--- src/rtl/irqdel_pkg.sv ---
package irqdel_pkg;
  localparam int IDX_W = 8;

  typedef struct packed {
    logic [15:0] dest;
    logic        masked;
    logic        trigLevel;
    logic        destMode;
    logic [2:0]  delivMode;
    logic [7:0]  vector;
  } pinEntry_t;

  localparam int ENTRY_W = $bits(pinEntry_t);

  typedef struct packed {
    logic             load;
    logic [IDX_W-1:0] idx;
  } svcStrobe_t;

  localparam logic [31:0] MSG_BASE = 32'hFEE0_0000;
endpackage

--- src/rtl/irqdel_control.sv ---
module irqdel_control
  import irqdel_pkg::*;
#(
  parameter int NUM_PINS = 24
) (
  input  logic                clk,
  input  logic                rst_n,
  input  logic [NUM_PINS-1:0] eligible,
  input  logic [NUM_PINS-1:0] armReq,
  input  logic                rescan,
  input  logic                msgValid,
  input  logic                msgReady,
  output svcStrobe_t          ctl
);
  logic armed;
  logic anyElig;
  logic slotFree;
  logic [IDX_W-1:0] pick;

  assign anyElig  = |eligible;
  assign slotFree = !msgValid || msgReady;

  always_comb begin
    pick = '0;
    for (int p = NUM_PINS - 1; p >= 0; p--) begin
      if (eligible[p]) pick = IDX_W'(p);
    end
  end

  always_ff @(posedge clk) begin
    if (!rst_n) armed <= 1'b0;
    else        armed <= (|armReq) || rescan || (armed && anyElig);
  end

  assign ctl.load = armed && anyElig && slotFree;
  assign ctl.idx  = pick;

  // no load while an unaccepted message occupies the output
  p_no_overwrite_r10: assert property (@(posedge clk) disable iff (!rst_n)
    (msgValid && !msgReady) |-> !ctl.load);
endmodule

--- src/rtl/irqdel_datapath.sv ---
module irqdel_datapath
  import irqdel_pkg::*;
#(
  parameter int NUM_PINS = 24
) (
  input  logic                        clk,
  input  logic                        rst_n,
  input  logic [NUM_PINS-1:0]         pinIn,
  input  logic [NUM_PINS*ENTRY_W-1:0] cfgFlat,
  input  logic                        eoiValid,
  input  logic [7:0]                  eoiVector,
  input  logic                        msgReady,
  input  svcStrobe_t                  ctl,
  output logic [NUM_PINS-1:0]         eligible,
  output logic [NUM_PINS-1:0]         armReq,
  output logic [NUM_PINS-1:0]         inService,
  output logic                        msgValid,
  output logic [31:0]                 msgAddr,
  output logic [31:0]                 msgData
);
  localparam int FOLD_SRC = 0;
  localparam int FOLD_DST = 2;

  pinEntry_t cfg [NUM_PINS];
  logic [NUM_PINS-1:0] pinMapped, pinSync, pinRise;
  logic [NUM_PINS-1:0] pendEdge, pending, loadHit, lowerMask, eoiHit;
  logic [NUM_PINS-1:0] trigLvl, maskBit, edgeSet;
  pinEntry_t selEntry;

  for (genvar p = 0; p < NUM_PINS; p++) begin : g_pin
    assign cfg[p]     = pinEntry_t'(cfgFlat[p*ENTRY_W +: ENTRY_W]);
    assign trigLvl[p] = cfg[p].trigLevel;
    assign maskBit[p] = cfg[p].masked;
    if (p == FOLD_SRC) begin : g_src
      assign pinMapped[p] = 1'b0;
    end else if (p == FOLD_DST) begin : g_dst
      assign pinMapped[p] = pinIn[p] | pinIn[FOLD_SRC];
    end else begin : g_direct
      assign pinMapped[p] = pinIn[p];
    end
  end

  assign pinRise = pinMapped & ~pinSync;
  assign edgeSet = pinRise & ~trigLvl & ~maskBit;

  always_comb begin
    for (int p = 0; p < NUM_PINS; p++) begin
      loadHit[p]   = ctl.load && (ctl.idx == IDX_W'(p));
      lowerMask[p] = IDX_W'(p) < ctl.idx;
      pending[p]   = trigLvl[p] ? pinSync[p] : pendEdge[p];
      eligible[p]  = pending[p] && !maskBit[p] && !(trigLvl[p] && inService[p]);
      eoiHit[p]    = eoiValid && inService[p] && (cfg[p].vector == eoiVector);
      armReq[p]    = edgeSet[p]
                   || (pinRise[p] && trigLvl[p] && !inService[p])
                   || (eoiHit[p] && trigLvl[p] && !maskBit[p] && pending[p]);
    end
  end

  always_ff @(posedge clk) begin
    if (!rst_n) begin
      pinSync   <= '0;
      pendEdge  <= '0;
      inService <= '0;
    end else begin
      pinSync <= pinMapped;
      for (int p = 0; p < NUM_PINS; p++) begin
        pendEdge[p] <= edgeSet[p] || (pendEdge[p] && !(loadHit[p] && !trigLvl[p]));
        if (!trigLvl[p])     inService[p] <= 1'b0;
        else if (loadHit[p]) inService[p] <= 1'b1;
        else if (eoiHit[p])  inService[p] <= 1'b0;
      end
    end
  end

  always_comb begin
    selEntry = '0;
    for (int p = 0; p < NUM_PINS; p++) begin
      if (ctl.idx == IDX_W'(p)) selEntry = cfg[p];
    end
  end

  always_ff @(posedge clk) begin
    if (!rst_n) begin
      msgValid <= 1'b0;
      msgAddr  <= '0;
      msgData  <= '0;
    end else if (ctl.load) begin
      msgValid <= 1'b1;
      msgAddr  <= MSG_BASE | {4'b0, selEntry.dest, 12'b0} | {29'b0, selEntry.destMode, 2'b0};
      msgData  <= {16'b0, selEntry.trigLevel, 4'b0, selEntry.delivMode, selEntry.vector};
    end else if (msgReady) begin
      msgValid <= 1'b0;
    end
  end

  // backpressure holds the message
  p_hold_stable_r10: assert property (@(posedge clk) disable iff (!rst_n)
    (msgValid && !msgReady) |=> (msgValid && $stable(msgAddr) && $stable(msgData)));

  // a load picks an eligible pin with no lower eligible pin
  p_lowest_first_r6: assert property (@(posedge clk) disable iff (!rst_n)
    ctl.load |-> ((|(eligible & loadHit)) && !(|(eligible & lowerMask))));

  // at most one pin loaded per cycle
  p_single_load_r10: assert property (@(posedge clk) disable iff (!rst_n)
    $onehot0(loadHit));

  for (genvar p = 0; p < NUM_PINS; p++) begin : g_chk
    // edge-configured pins lose the in-service flag
    p_edge_clear_r11: assert property (@(posedge clk) disable iff (!rst_n)
      !trigLvl[p] |=> !inService[p]);
    // delivering a level pin marks it in service
    p_level_mark_r4: assert property (@(posedge clk) disable iff (!rst_n)
      (loadHit[p] && trigLvl[p]) |=> inService[p]);
    // a matching end-of-interrupt releases the pin
    p_eoi_release_r5: assert property (@(posedge clk) disable iff (!rst_n)
      (eoiHit[p] && !loadHit[p]) |=> !inService[p]);
  end
endmodule

--- src/rtl/irq_delivery_engine.sv ---
module irq_delivery_engine
  import irqdel_pkg::*;
#(
  parameter int NUM_PINS = 24
) (
  input  logic                        clk,
  input  logic                        rst_n,
  input  logic [NUM_PINS-1:0]         pinIn,
  input  logic [NUM_PINS*ENTRY_W-1:0] cfgFlat,
  input  logic                        eoiValid,
  input  logic [7:0]                  eoiVector,
  input  logic                        rescan,
  input  logic                        msgReady,
  output logic                        msgValid,
  output logic [31:0]                 msgAddr,
  output logic [31:0]                 msgData,
  output logic [NUM_PINS-1:0]         inService
);
  svcStrobe_t ctl;
  logic [NUM_PINS-1:0] eligible, armReq;

  irqdel_control #(.NUM_PINS(NUM_PINS)) u_ctl (
    .clk(clk), .rst_n(rst_n), .eligible(eligible), .armReq(armReq),
    .rescan(rescan), .msgValid(msgValid), .msgReady(msgReady), .ctl(ctl)
  );

  irqdel_datapath #(.NUM_PINS(NUM_PINS)) u_dp (
    .clk(clk), .rst_n(rst_n), .pinIn(pinIn), .cfgFlat(cfgFlat),
    .eoiValid(eoiValid), .eoiVector(eoiVector), .msgReady(msgReady),
    .ctl(ctl), .eligible(eligible), .armReq(armReq), .inService(inService),
    .msgValid(msgValid), .msgAddr(msgAddr), .msgData(msgData)
  );

  // nothing in service and nothing offered right after reset
  p_reset_idle_r1: assert property (@(posedge clk)
    $past(!rst_n) |-> (!msgValid && inService == '0));
endmodule

--- config.mk ---
export PLATFORM = sky130hd
export DESIGN_NAME = irq_delivery_engine
export DESIGN_NICKNAME = d
export VERILOG_FILES = /design/src/rtl/irqdel_pkg.sv /design/src/rtl/irqdel_control.sv /design/src/rtl/irqdel_datapath.sv /design/src/rtl/irq_delivery_engine.sv
export SDC_FILE = /design/constraint.sdc
export NUM_CORES = 1
export LEC_CHECK = 0
export BUFFER_PORTS_ARGS = -buffer_cell sky130_fd_sc_hd__buf_4
export CORE_AREA = 10 10 322 324
export DETAILED_ROUTE_END_ITERATION = 7
export DIE_AREA = 0 0 332 334
export PLACE_DENSITY_LB_ADDON = 0.1
export SLEW_MARGIN = 25
export SYNTH_ARGS = -nofsm -noshare
export SYNTH_HDL_FRONTEND = slang
export SYNTH_SLANG_ARGS = --single-unit
--- constraint.sdc ---
create_clock -name clk -period 4.1 [get_ports clk]
set_input_delay 0.41 -clock clk [delete_from_list [all_inputs] [get_ports clk]]
set_output_delay 0.41 -clock clk [all_outputs]
set_load 0.005 [all_outputs]
# After elaboration in Yosys (flattened, before gate mapping)
# Index checks and enable logic that the tools add are counted.
# W data, S select, Z words.
op_classes:
  n_eq_ne: 47
  muxes: 122
  bitwise: 8
  reduce_logical: 562
ops:
  columns: ["operator", "count"]
  rows:
  - ["$mux W27", 24]
  - ["$logic_and A1 B1 Y1", 314]
  - ["$eq A8 B8 Y1", 24]
  - ["$logic_not A1 Y1", 121]
  - ["$mux W5", 24]
  - ["$logic_or A1 B1 Y1", 75]
  - ["$mux W1", 74]
  - ["$and A24 B24 Y24", 3]
  - ["$not A24 Y24", 3]
  - ["$reduce_bool A2 Y1", 25]
  - ["$reduce_and A2 Y1", 24]
  - ["$reduce_or A24 Y1", 2]
  - ["$eq A5 B4 Y1 const B", 8]
  - ["$eq A5 B5 Y1 const B", 8]
  - ["$or A32 B3 Y32", 1]
  - ["$eq A5 B3 Y1 const B", 4]
  - ["$eq A5 B2 Y1 const B", 2]
  - ["$logic_not A8 Y1", 1]
  - ["$eq A5 B1 Y1 const B", 1]
  - ["$or A1 B1 Y1", 1]
totals:
  ff_bits: 118
  input_bits: 757
  output_inout_bits: 89
  elab_cells: 770

# Depth between registers and ports, before layout
logic_depth:
  ltp_word: 53
  ltp_mapped: 15
  ltp_nobuf: 12

# Hierarchy
# From an unflattened synthesis, not the netlist that was laid out.
unflattened:
  hier_cells: 1879
  area_unflattened_um2: 13446.6
by_module_without_submodules:
  columns: ["module", "n_inst", "cells_per_inst", "area_each_um2", "seq_area_each_um2"]
  rows:
  - ["irqdel_datapath", 1, 1811, 13030.0, 1921.8]
  - ["irqdel_control", 1, 68, 416.6, 20.0]

# Worst setup path after synthesis
# No wires, ideal clock.
synth_timing:
  kind: "input port to flip-flop"
  from: "in cfgFlat[672]"
  to: "reg u_dp.msgAddr[12]"
  setup_ps: 126
  arrival_time_ps: 2995
  required_time_ps: 3974
  path_slack_ps: 979
  path_stages: 14
  path_buffers: 3
  cell_sequence: "nand2b_1 a21o_1 a211o_1 a2111oi_4 o21ai_2 buf_4 a21boi_2 and3_1 buf_2 buf_2 a221oi_1 a31oi_1 a21oi_1 o31ai_1"
synth_via:
  elab_chain_cells: 52
  word_cells_on_any_way: 80
  classes_between: "23 x eq/ne; 48 x mux; 1 x bitwise; 8 x reduce/logical"
synth_lines:
  columns: ["element", "line_no", "source"]
  rows:
  - ["from (decl)", "irq_delivery_engine.sv:9", "input logic [NUM_PINS*ENTRY_W-1:0] cfgFlat,"]
  - ["$mux W1 / $logic_and A1 B1 Y1 (equally long branches)", "irqdel_datapath.sv:50, irqdel_datapath.sv:51", null]
  - ["$logic_and A1 B1 Y1 / $logic_not A1 Y1 (equally long branches)", "irqdel_datapath.sv:51", "eligible[p] = pending[p] && !maskBit[p] && !(trigLvl[p] && inService[p]);"]
  - ["$logic_and A1 B1 Y1 (*)", "irqdel_datapath.sv:51", null]
  - ["$mux W5 (23 in a row)", "irqdel_control.sv:26", "if (eligible[p]) pick = IDX_W'(p);"]
  - ["$logic_not A8 Y1", "irqdel_datapath.sv:78", "if (ctl.idx == IDX_W'(p)) selEntry = cfg[p];"]
  - ["$mux W27 (24 in a row)", "irqdel_datapath.sv:78", null]
  - ["$or A32 B3 Y32", "irqdel_datapath.sv:89", "msgAddr <= MSG_BASE | {4'b0, selEntry.dest, 12'b0} | {29'b0, selEntry.destMode, 2'b0};"]
  - ["to (signal assigned)", "irqdel_datapath.sv:89", null]
  - ["to (decl)", "irqdel_datapath.sv:18", "output logic [31:0] msgAddr,"]
# Every way passes the cells marked *; elsewhere a longest branch is shown, timed or not.
# A chain may end at the register's enable or synchronous reset.

# Worst setup path in the final report
layout_timing:
  from: "reg u_dp.inService[1]"
  to: "reg u_dp.msgAddr[14]"
layout_via:
  elab_chain_cells: 31
  word_cells_on_any_way: 57
  classes_between: "23 x eq/ne; 26 x mux; 1 x bitwise; 7 x reduce/logical"
layout_lines:
  columns: ["element", "line_no", "source"]
  rows:
  - ["from (decl)", "irqdel_datapath.sv:16", "output logic [NUM_PINS-1:0] inService,"]
  - ["from (signal assigned)", "irqdel_datapath.sv:63", "inService <= '0;"]
  - ["from (signal, indexed assignment)", "irqdel_datapath.sv:68", "if (!trigLvl[p]) inService[p] <= 1'b0;"]
  - ["from (signal, indexed assignment)", "irqdel_datapath.sv:69", "else if (loadHit[p]) inService[p] <= 1'b1;"]
  - ["$logic_and A1 B1 Y1 (*)", "irqdel_datapath.sv:51", null]
  - ["$logic_not A1 Y1 (*)", "irqdel_datapath.sv:51", null]
  - ["$logic_and A1 B1 Y1 (*)", "irqdel_datapath.sv:51", null]
  - ["$mux W5 (2 in a row)", "irqdel_control.sv:26", null]
  - ["$logic_not A8 Y1", "irqdel_datapath.sv:78", null]
  - ["$mux W27 (24 in a row)", "irqdel_datapath.sv:78", null]
  - ["$or A32 B3 Y32", "irqdel_datapath.sv:89", null]
# Marked as above.

==> reports/metrics.cfg <==
[logic_synthesis]
seq_area_frac_synth=0.166
synth_edf_count=0
synth_top_area_frac=0.166
synthesis.area_mm2=0.0117
synth_area_leader_cell=dfxtp_1
netlist_instances=1590
synth_common_cells=nand2_1, xor2_1, a21oi_1
ys_warn_count=0
ys_types=81
synth_area_leaders=dfxtp_1, xor2_1, nand2_1
async_flop_share=0
synth-main-ff-cell=dfxtp_1
ys_seq_elements=97
syn_area_per_cell_um2=7.35
synth.most_common_cell=nand2_1

[min_path]
hold_end=u_dp.pinSync[3]
worstHoldPathCells=2
holdCritStartpoint=pinIn[3]
hp-class=in2reg

[clock_tree]
h-tree-depth=3
clockBufferDepth=2
cts_made_buffers=9
clock-root-buffer=clkbuf_16
clkTransAtPathRegs_ns=0.09
tritoncts=done
cts_sinks=97
clk_latency_ns=0.41

[global_route]
antenna_found_initial=30
grt_pass1_wl_um=162000
grt_max_degree=77
grt_usage=0.209
grt_pass1_vias=18400
gr-total-overflow=0

[floorplanning]
die_width_um=332
rows=115
core_mm2=0.0976
die_y_um=334
start_util=0.120
die-area_mm2=0.111
ioPinCount=846

[place]
dp_hpwl_um=107000
place_ws_ns=-0.361
port-buffer-count=670
gp_congestion=0.903

[routing]
drtIter0Drc=1171
dr.pass1.iters=5
viasPerCell=4.53
vias=17300
wl_per_cell_um=32.0
wl_um=122000
drcViolationCount=0
drt.antenna.violating_nets=0

[setup_path]
r2r-start=u_dp.inService[1]
crit_type=reg2reg
critPathTopFamily=simple AND/OR/NAND/NOR gates
critPathMaxStageDelay_ns=0.68
worst-path-buf-inv=2
rr_worst_depth=12
start_kind=flop
crit_arrival_ns=4.30
critPathRequiredTime_ns=4.44
r2r_end=u_dp.msgAddr[14]
worstPathCellList=nor2_1 -> a32o_1 -> or4_4 -> or4_1 -> nor3_4 -> buf_4 -> nand2_1 -> nand3_1 -> a221oi_1 -> buf_4 -> a2111oi_2 -> a2bb2oi_1
reg2reg_setup_slack_ns=0.14
crit_path_max_fanout=5
cp-end-kind=flop
cpMostUsedCell=buf_4
crit_slowest_cell=or4_1

[job]
maxCapViolCount=0

[timing]
worst_pin_slew_ns=0.893
fmax_mhz=253
rsz0062_at_grt=false
finalCritPeriodShare=0.965
max-slew-margin-rel=0.399
finalSetupViolations=0
hold_viol=0
tns_ns=0
setup_slack_ns=0.145
slew_viol_final=0
min_period_ns=3.96
skew_ns=0.0149

[power]
clkPwrFrac=0.182
powerDensity_mw_per_mm2=259
seqPwrFrac=0.198
combPwrFrac=0.621
internal_power_mw=3.08
p_switching_mw=2.40
vdd_drop_max_mv=0.174
sw_frac_of_total=0.438
leakagePower_nw=8.91

[final_layout]
nets=3267
final_util=0.217
drive_above_1_share=0.444
area_growth_pct=81.3

[status]
run_status=finished clean

## layout by cell type, fill, tap and decap left out, drive strengths merged, types with 28 or more instances in the layout
cell type | Yosys | routed
a221oi | 38 | 38
conb | 1 | 31
nand3 | 39 | 39
dfxtp | 97 | 97
nand4 | 41 | 41
o21ai | 96 | 96
nor3b | 35 | 35
nor4 | 41 | 41
nor3 | 37 | 37
nor2 | 63 | 63
nand2 | 197 | 197
xnor2 | 68 | 68
buf | 73 | 1020
xor2 | 124 | 124
a21oi | 111 | 111
a22oi | 60 | 60
and2 | 28 | 28
a222oi | 40 | 40
## what timing repair did
item	CTS	global route
hold buffers	0	0
gates resized for setup	5	15
buffers inserted	1	4
pin swaps	1	3
setup endpoints to repair	7	16
## cells by family (layout without fill, tap and decap cells)
logic type      after synthesis  in the layout  synth area share
xor+xnor                    192            192             0.144
buf+inv                     145           1040            0.0630
mux                          10             10           0.00878
flops                        97             97             0.166
simple gates                591            591             0.275
compound gates              554            554             0.343
other cells                   1             43          0.000321
## sequential cells by signal, indices dropped and copies added (netlist names)
signal and flops:
u_dp.inService 24, u_dp.msgAddr 12, u_ctl.armed 1, u_dp.msgData 12, u_dp.pinSync 23, u_dp.pendEdge 24, u_dp.msgValid 1
## cell type report
| class | count | area (µm²) |
|---|---|---|
| antenna | 12 | 30.0 |
| clock inverter | 4 | 51.3 |
| tap | 1287 | 1610 |
| fill | 11200 | 76400 |
| timing repair buffer | 1020 | 7960 |
| sequential | 97 | 1940 |
| clock buffer | 12 | 246 |
| inverter | 4 | 15.0 |
| multi-input combinational | 1378 | 9320 |
## worst max path at each step
stage,start,to,slack (ns),cells past startpoint
after floorplan,cfgFlat[672],u_dp.msgAddr[12],0.98,14
after global placement,cfgFlat[402],u_dp.msgAddr[24],-0.54,20
after detailed placement,cfgFlat[252],u_dp.msgData[10],-0.36,16
after CTS,u_dp.pinSync[8],u_dp.msgAddr[14],0.02,16
after global routing,u_dp.inService[8],u_dp.msgData[0],0.003,16
final,u_dp.inService[1],u_dp.msgAddr[14],0.14,12
## through the flow
stage	hold WS (ns)	total power [mW]	std cells	instance area [µm²]
2_1_floorplan	0.430	2.26	1620	11800
3_3_place_gp	0.444	4.51	3780	20700
3_5_place_dp	0.442	4.50	3781	20700
4_1_cts	0.192	5.53	3798	21000
5_1_grt	0.212	5.75	3809	21200
6_report	0.221	5.48	3814	21200
## metal layers
| metal | track usage | share of wire |
|---|---|---|
| met5 | 0 | 0.0016 |
| met4 | 0.0399 | 0.014 |
| met3 | 0.0519 | 0.065 |
| met2 | 0.375 | 0.50 |
| met1 | 0.248 | 0.41 |
## power groups by stage
stage | clock network, mW | logic [mW] | registers [mW]
finish | 0.995 | 3.40 | 1.08
global route | 1.04 | 3.62 | 1.09
CTS | 1.02 | 3.43 | 1.08
global placement | 0 | 3.41 | 1.10
detailed placement | 0 | 3.40 | 1.10
floorplan | 0 | 1.17 | 1.09
(Power assumes the default switching activity.)
